**src/rtl/regx_pkg.sv**
```systemverilog
`timescale 1ns/1ps
package regx_pkg;
  localparam int unsigned DEF_W       = 8;
  localparam int unsigned SYNC_STAGES = 2;
endpackage

```
**src/rtl/regx_sync.sv**
```systemverilog
`timescale 1ns/1ps
// Multi-stage synchroniser; each stage is one flop row.
module regx_sync #(
  parameter int unsigned W      = 1,
  parameter int unsigned STAGES = 2
) (
  input  logic         clk,
  input  logic         rst_n,
  input  logic [W-1:0] d,
  output logic [W-1:0] q
);
  for (genvar i = 0; i < STAGES; i++) begin : g_stage
    logic [W-1:0] q_r;
    logic [W-1:0] q_nxt;
    if (i == 0) begin : g_first
      assign q_nxt = d;
    end else begin : g_next
      assign q_nxt = g_stage[i-1].q_r;
    end
    always_ff @(posedge clk or negedge rst_n) begin
      if (!rst_n) q_r <= '0;
      else        q_r <= q_nxt;
    end
  end
  assign q = g_stage[STAGES-1].q_r;
endmodule

```
**src/rtl/regx_store.sv**
```systemverilog
`timescale 1ns/1ps
// Storage word with rising-edge strobe detection on a synchronised strobe.
module regx_store #(
  parameter int unsigned W = 8
) (
  input  logic         clk,
  input  logic         rst_n,
  input  logic         stb,
  input  logic [W-1:0] d,
  output logic [W-1:0] q,
  output logic         cap
);
  logic         prev_q;
  logic [W-1:0] word_q;
  logic [W-1:0] word_nxt;

  assign cap = stb & ~prev_q;

  always_comb begin
    word_nxt = word_q;
    if (cap) word_nxt = d;
  end

  always_ff @(posedge clk or negedge rst_n) begin
    if (!rst_n) begin
      prev_q <= 1'b0;
      word_q <= '0;
    end else begin
      prev_q <= stb;
      word_q <= word_nxt;
    end
  end

  assign q = word_q;
endmodule

```
**src/rtl/regx_keep.sv**
```systemverilog
`timescale 1ns/1ps
// Bus keeper: remembers the bus value while anything drives it.
module regx_keep #(
  parameter int unsigned W = 8
) (
  input  logic         clk,
  input  logic         rst_n,
  input  logic         driven,
  input  logic [W-1:0] d,
  output logic [W-1:0] q
);
  logic [W-1:0] keep_q;
  logic [W-1:0] keep_nxt;

  always_comb begin
    keep_nxt = keep_q;
    if (driven) keep_nxt = d;
  end

  always_ff @(posedge clk or negedge rst_n) begin
    if (!rst_n) keep_q <= '0;
    else        keep_q <= keep_nxt;
  end

  assign q = keep_q;
endmodule

```
**src/rtl/regx_mux.sv**
```systemverilog
`timescale 1ns/1ps
// Live/stored source select with a consensus term, so equal sources never glitch.
module regx_mux #(
  parameter int unsigned W = 8
) (
  input  logic         sel,
  input  logic [W-1:0] stored,
  input  logic [W-1:0] live,
  input  logic         enable,
  output logic [W-1:0] dout,
  output logic [W-1:0] oe
);
  assign dout = (stored & {W{sel}}) | (live & {W{~sel}}) | (stored & live);
  assign oe   = {W{enable}};
endmodule

```
**src/rtl/regx_xcvr.sv**
```systemverilog
`timescale 1ns/1ps
module regx_xcvr
  import regx_pkg::*;
#(
  parameter int unsigned W = DEF_W
) (
  input  logic         clk,
  input  logic         rst_n,
  input  logic         en_ab,
  input  logic         en_ba_n,
  input  logic         sel_ab,
  input  logic         sel_ba,
  input  logic         stb_a,
  input  logic         stb_b,
  input  logic         a_ext,
  input  logic [W-1:0] a_in,
  output logic [W-1:0] a_out,
  output logic [W-1:0] a_oe,
  input  logic         b_ext,
  input  logic [W-1:0] b_in,
  output logic [W-1:0] b_out,
  output logic [W-1:0] b_oe
);
  localparam int unsigned WS = W + 1;

  // Reset release synchroniser gating all drive.
  logic [1:0] run_q;
  logic       run;
  always_ff @(posedge clk or negedge rst_n) begin
    if (!rst_n) run_q <= '0;
    else        run_q <= {run_q[0], 1'b1};
  end
  assign run = run_q[1];

  logic [W-1:0] reg_a, reg_b;
  logic [W-1:0] keep_a, keep_b;
  logic [W-1:0] a_src, b_src;
  logic [W-1:0] a_bus, b_bus;
  logic [W-1:0] a_bus_s, b_bus_s;
  logic         stb_a_s, stb_b_s;
  logic         cap_a, cap_b;
  logic         a_driven, b_driven;

  // Live source seen by the far side: outside driver, else the keeper.
  assign a_src = a_ext ? a_in : keep_a;
  assign b_src = b_ext ? b_in : keep_b;

  regx_mux #(.W(W)) u_mux_ab (
    .sel(sel_ab), .stored(reg_a), .live(a_src),
    .enable(run & en_ab), .dout(b_out), .oe(b_oe)
  );
  regx_mux #(.W(W)) u_mux_ba (
    .sel(sel_ba), .stored(reg_b), .live(b_src),
    .enable(run & ~en_ba_n), .dout(a_out), .oe(a_oe)
  );

  // Resolved bus values: outside driver wins, then own drive, then keeper.
  assign a_driven = a_ext | a_oe[0];
  assign b_driven = b_ext | b_oe[0];
  assign a_bus = a_ext ? a_in : (a_oe[0] ? a_out : keep_a);
  assign b_bus = b_ext ? b_in : (b_oe[0] ? b_out : keep_b);

  regx_keep #(.W(W)) u_keep_a (
    .clk(clk), .rst_n(rst_n), .driven(a_driven), .d(a_bus), .q(keep_a)
  );
  regx_keep #(.W(W)) u_keep_b (
    .clk(clk), .rst_n(rst_n), .driven(b_driven), .d(b_bus), .q(keep_b)
  );

  regx_sync #(.W(WS), .STAGES(SYNC_STAGES)) u_sync_a (
    .clk(clk), .rst_n(rst_n), .d({stb_a, a_bus}), .q({stb_a_s, a_bus_s})
  );
  regx_sync #(.W(WS), .STAGES(SYNC_STAGES)) u_sync_b (
    .clk(clk), .rst_n(rst_n), .d({stb_b, b_bus}), .q({stb_b_s, b_bus_s})
  );

  regx_store #(.W(W)) u_store_a (
    .clk(clk), .rst_n(rst_n), .stb(stb_a_s), .d(a_bus_s), .q(reg_a), .cap(cap_a)
  );
  regx_store #(.W(W)) u_store_b (
    .clk(clk), .rst_n(rst_n), .stb(stb_b_s), .d(b_bus_s), .q(reg_b), .cap(cap_b)
  );
endmodule

```
**config.mk**
```make
export PLATFORM = sky130hd
export DESIGN_NAME = regx_xcvr
export DESIGN_NICKNAME = d
export VERILOG_FILES = /design/src/rtl/regx_pkg.sv /design/src/rtl/regx_sync.sv /design/src/rtl/regx_store.sv /design/src/rtl/regx_keep.sv /design/src/rtl/regx_mux.sv /design/src/rtl/regx_xcvr.sv
export SDC_FILE = /design/constraint.sdc
export NUM_CORES = 1
export LEC_CHECK = 0
export BUFFER_PORTS_ARGS = -buffer_cell sky130_fd_sc_hd__clkbuf_2
export CAP_MARGIN = 25
export CORE_MARGIN = 4
export CORE_UTILIZATION = 55
export DETAILED_ROUTE_END_ITERATION = 16
export PLACE_DENSITY_LB_ADDON = 0.15
export SLEW_MARGIN = 10
export SYNTH_ARGS = -nofsm -noshare
export SYNTH_HDL_FRONTEND = slang
export SYNTH_SLANG_ARGS = --single-unit
```
**constraint.sdc**
```tcl
create_clock -name clk -period 2.8 [get_ports clk]
set_clock_uncertainty 0.15 [all_clocks]
set_input_delay 0.14 -clock clk [delete_from_list [all_inputs] [get_ports clk]]
set_output_delay 0.14 -clock clk [all_outputs]
set_load 0.05 [all_outputs]
```
==> impl_metrics.prom <==
# TYPE chip_impl_metric gauge
chip_impl_metric{name="initialDrtViolationCount",unit=""} 103
chip_impl_metric{name="initial_utilization",unit="%"} 57.6
chip_impl_info{name="yosys.cell_count.top_type",value="sky130_fd_sc_hd__dfrtp_1"} 1
chip_impl_metric{name="net_count_synth",unit=""} 269
chip_impl_metric{name="via_per_inst",unit=""} 5.64
chip_impl_metric{name="cts_num_sinks",unit=""} 72
chip_impl_metric{name="dr_total_vias",unit=""} 2116
chip_impl_metric{name="timing.critical_path.fanout_max",unit=""} 20
chip_impl_metric{name="max_slew.worst_pin.slew",unit="ns"} 0.778
chip_impl_metric{name="worst_reg_to_reg_path_cell_count",unit=""} 3
chip_impl_metric{name="hold_viol",unit=""} 0
chip_impl_metric{name="fin_util",unit="%"} 68.3
chip_impl_metric{name="drt-pass1-iter-count",unit=""} 4
chip_impl_metric{name="cts.hold.buffers_added",unit=""} 19
chip_impl_metric{name="synth_enable_flop_cells",unit=""} 0
chip_impl_info{name="ctsRootBufferMaster",value="sky130_fd_sc_hd__clkbuf_8"} 1
chip_impl_metric{name="cts.reportedPaths.clkPinSlew",unit="ns"} 0.08
chip_impl_metric{name="final.min_clock_period",unit="ns"} 2.30
chip_impl_metric{name="total_clock_buffers_created_by_cts",unit=""} 9
chip_impl_metric{name="num_rows",unit=""} 27
chip_impl_metric{name="maxCapViolCount",unit=""} 0
chip_impl_metric{name="clk-insertion-delay-late",unit="ns"} 0.35
chip_impl_info{name="yosysTopAreaCell",value="sky130_fd_sc_hd__dfrtp_1"} 1
chip_impl_metric{name="multi_input_comb_area",unit="um2"} 1180
chip_impl_metric{name="power_density",unit="nW/um2"} 738
chip_impl_metric{name="cp.required",unit="ns"} 2.51
chip_impl_metric{name="diodes",unit=""} 0
chip_impl_metric{name="yosysSeqAreaShare",unit="%"} 55.8
chip_impl_metric{name="fin_total_pwr",unit="W"} 0.00283
chip_impl_info{name="crit_path_start_kind",value="flop"} 1
chip_impl_metric{name="post-dp-hpwl",unit="um"} 4700
chip_impl_metric{name="placed_cells",unit=""} 340
chip_impl_metric{name="finalSetupTns",unit="ns"} 0
chip_impl_metric{name="count_of_final_setup_violators",unit=""} 0
chip_impl_info{name="worst_hold_path_type",value="input pin to async pin"} 1
chip_impl_metric{name="seqCellArea",unit="um2"} 1800
chip_impl_info{name="critical_path.reg2reg.startpoint",value="run_q[1]"} 1
chip_impl_info{name="cp-end-kind",value="output pin"} 1
chip_impl_metric{name="num-nets-final",unit=""} 324
chip_impl_metric{name="cts_setup_buffers",unit=""} 0
chip_impl_metric{name="die_height",unit="um"} 84.6
chip_impl_metric{name="synth_area",unit="um2"} 3230
chip_impl_metric{name="drive_above_1_share",unit="%"} 42.9
chip_impl_metric{name="cp_data_arrival_time",unit="ns"} 2.01
chip_impl_info{name="result_of_the_run",value="completed"} 1
chip_impl_metric{name="antenna_found_initial",unit=""} 0
chip_impl_metric{name="drt-wirelength-per-cell",unit="um"} 17.9
chip_impl_info{name="synth_common_cells",value="72 x sky130_fd_sc_hd__dfrtp_1, 38 x sky130_fd_sc_hd__mux2_2, 30 x sky130_fd_sc_hd__o21ai_0"} 1
chip_impl_metric{name="synthArstFlopShare",unit="%"} 100
chip_impl_metric{name="drt_wl_total",unit="um"} 6730
chip_impl_metric{name="grt_start_max_net_pins",unit=""} 46
chip_impl_info{name="synth_area_leaders",value="sky130_fd_sc_hd__dfrtp_1 56%, sky130_fd_sc_hd__mux2_2 13%, sky130_fd_sc_hd__mux2_4 4.6%, sky130_fd_sc_hd__o21ai_0 4.6%, sky130_fd_sc_hd__buf_4 3.7%"} 1
chip_impl_info{name="cp-startpoint",value="run_q[1]"} 1
chip_impl_metric{name="globalplace.congestion",unit=""} 0.832
chip_impl_info{name="setup.worst_path.class",value="flop to output pin"} 1
chip_impl_info{name="worstReg2RegEnd",value="u_sync_a.g_stage[0].q_r[0]"} 1
chip_impl_metric{name="antenna_left",unit=""} 0
chip_impl_metric{name="final_period_util",unit="%"} 82.1
chip_impl_metric{name="grt_pass1_vias",unit=""} 2205
chip_impl_metric{name="drc",unit=""} 0
chip_impl_info{name="rsz0062_at_grt",value="no"} 1
chip_impl_metric{name="fill_cells",unit=""} 425
chip_impl_metric{name="first_pass_grt_wire_length",unit="um"} 11200
chip_impl_metric{name="max-clock-path-buffers",unit=""} 2
chip_impl_info{name="clock_tree_from_tritoncts",value="done"} 1
chip_impl_metric{name="setup.reg_to_reg.worst_slack",unit="ns"} 0.97
chip_impl_metric{name="globalRouteTotalUtil",unit="%"} 20.2
chip_impl_metric{name="final_cell_count_no_fill",unit=""} 375
chip_impl_metric{name="io_pins",unit=""} 58
chip_impl_metric{name="vdd_drop_max",unit="mV"} 0.415
chip_impl_metric{name="die_area",unit="um2"} 7160
chip_impl_metric{name="grt.overflow.total",unit=""} 0
chip_impl_metric{name="floorplan.core_area",unit="um2"} 5610
chip_impl_metric{name="synth.avg_cell_area",unit="um2"} 13.3
chip_impl_info{name="synth_top_flop_cell",value="sky130_fd_sc_hd__dfrtp_1"} 1
chip_impl_metric{name="report.final.slew_viol_count",unit=""} 0
chip_impl_metric{name="cts_resized",unit=""} 0
chip_impl_metric{name="die_width",unit="um"} 84.6
chip_impl_metric{name="leakagePower",unit="nW"} 1.78
chip_impl_metric{name="netlist-cell-type-count",unit=""} 22
chip_impl_metric{name="port-buffer-count",unit=""} 57
chip_impl_metric{name="synth.top_cell.area_share",unit="%"} 55.8
chip_impl_metric{name="maxSlewHeadroom",unit="%"} 48.0
chip_impl_metric{name="fmax",unit="GHz"} 0.435
chip_impl_metric{name="cts_htree_levels",unit=""} 3
chip_impl_metric{name="areaGrowthSynthToFinish",unit="%"} 18.6
chip_impl_metric{name="synth_warnings",unit=""} 0
chip_impl_metric{name="synth.ff_latch_count",unit=""} 72
chip_impl_metric{name="syn_inst",unit=""} 243
[layout make-up]
| type | instances | area share [%] |
|---|---|---|
| sequential | 72 | 47.1 |
| multi-input combinational | 135 | 30.7 |
| timing repair buffer | 78 | 13.1 |
| clock inverter | 7 | 3.30 |
| clock buffer | 9 | 3.24 |
| tap | 72 | 2.35 |
| inverter | 2 | 0.196 |
[worst max-delay path, stage by stage (launching register included)]
cell	delay (ns)
sky130_fd_sc_hd__dfrtp_1	0.68
sky130_fd_sc_hd__nand2b_1	0.37
sky130_fd_sc_hd__inv_1	0.27
sky130_fd_sc_hd__clkbuf_2	0.32
[sequential cells by signal (all words and copies together) (netlist names), 2 cells and up]
signal and count:
run_q 2, u_keep_a.q 8, u_keep_b.q 8, u_store_a.q 8, u_store_b.q 8, u_sync_a.g_stage.q_r 9
u_sync_a.q 9, u_sync_b.g_stage.q_r 9, u_sync_b.q 9
[logic make-up (layout without fill, tap and decap cells)]
logic type             Yosys count  after routing  synth area share [%]
DFF                             72             72                  55.8
other                            1              1                 0.116
muxes                           48             48                  17.9
buffers and inverters           36             96                  7.79
and+or+nand+nor                 22             22                  6.47
AOI/OAI and AO/OA               64             64                  11.9
[layer usage]
metal  GRT usage (%)  share of wire, %
met3            3.83               6.9
met5               0                 0
met4            9.78               1.5
met2            32.8                49
met1            26.1                43
[report_power, final]
part	internal [W]	leakage, nW	switching (W)
sequential	0.00116	0.878	0.0000769
clock	0.000604	0.122	0.000426
combinational	0.000201	0.785	0.000357
[through the flow]
| stage | hold slack (ns) | worst slack (ns) | area, um2 |
|---|---|---|---|
| 3_5_place_dp | 0.0518 | 0.912 | 3390 |
| 5_1_grt | 0.212 | 0.371 | 3830 |
| 3_3_place_gp | 0.0493 | 0.921 | 3390 |
| 6_report | 0.199 | 0.502 | 3830 |
| 2_1_floorplan | -0.306 | 1.39 | 3230 |
| 4_1_cts | 0.198 | 0.544 | 3830 |
[placed cells by master, fill, tap and decap left out, drive strengths merged, types with 2 or more instances in the layout]
cell,count
o21ai,32
dlygate4sd3,19
bufinv,3
buf,3
inv,5
a21oi,16
mux2,48
a22oi,16
clkbuf,65
and4b,8
dfrtp,72
and4,8
nor2b,2
[how the worst max path moves through the flow]
stage,to,slack [ns],cells past startpoint
final,a_oe[4],0.50,3
after global routing,a_oe[4],0.37,3
after CTS,a_oe[4],0.54,3
after detailed placement,a_out[7],0.91,4
after global placement,a_out[7],0.92,4
after floorplan,b_oe[0],1.39,4
Power figures use the tool's default switching activity.
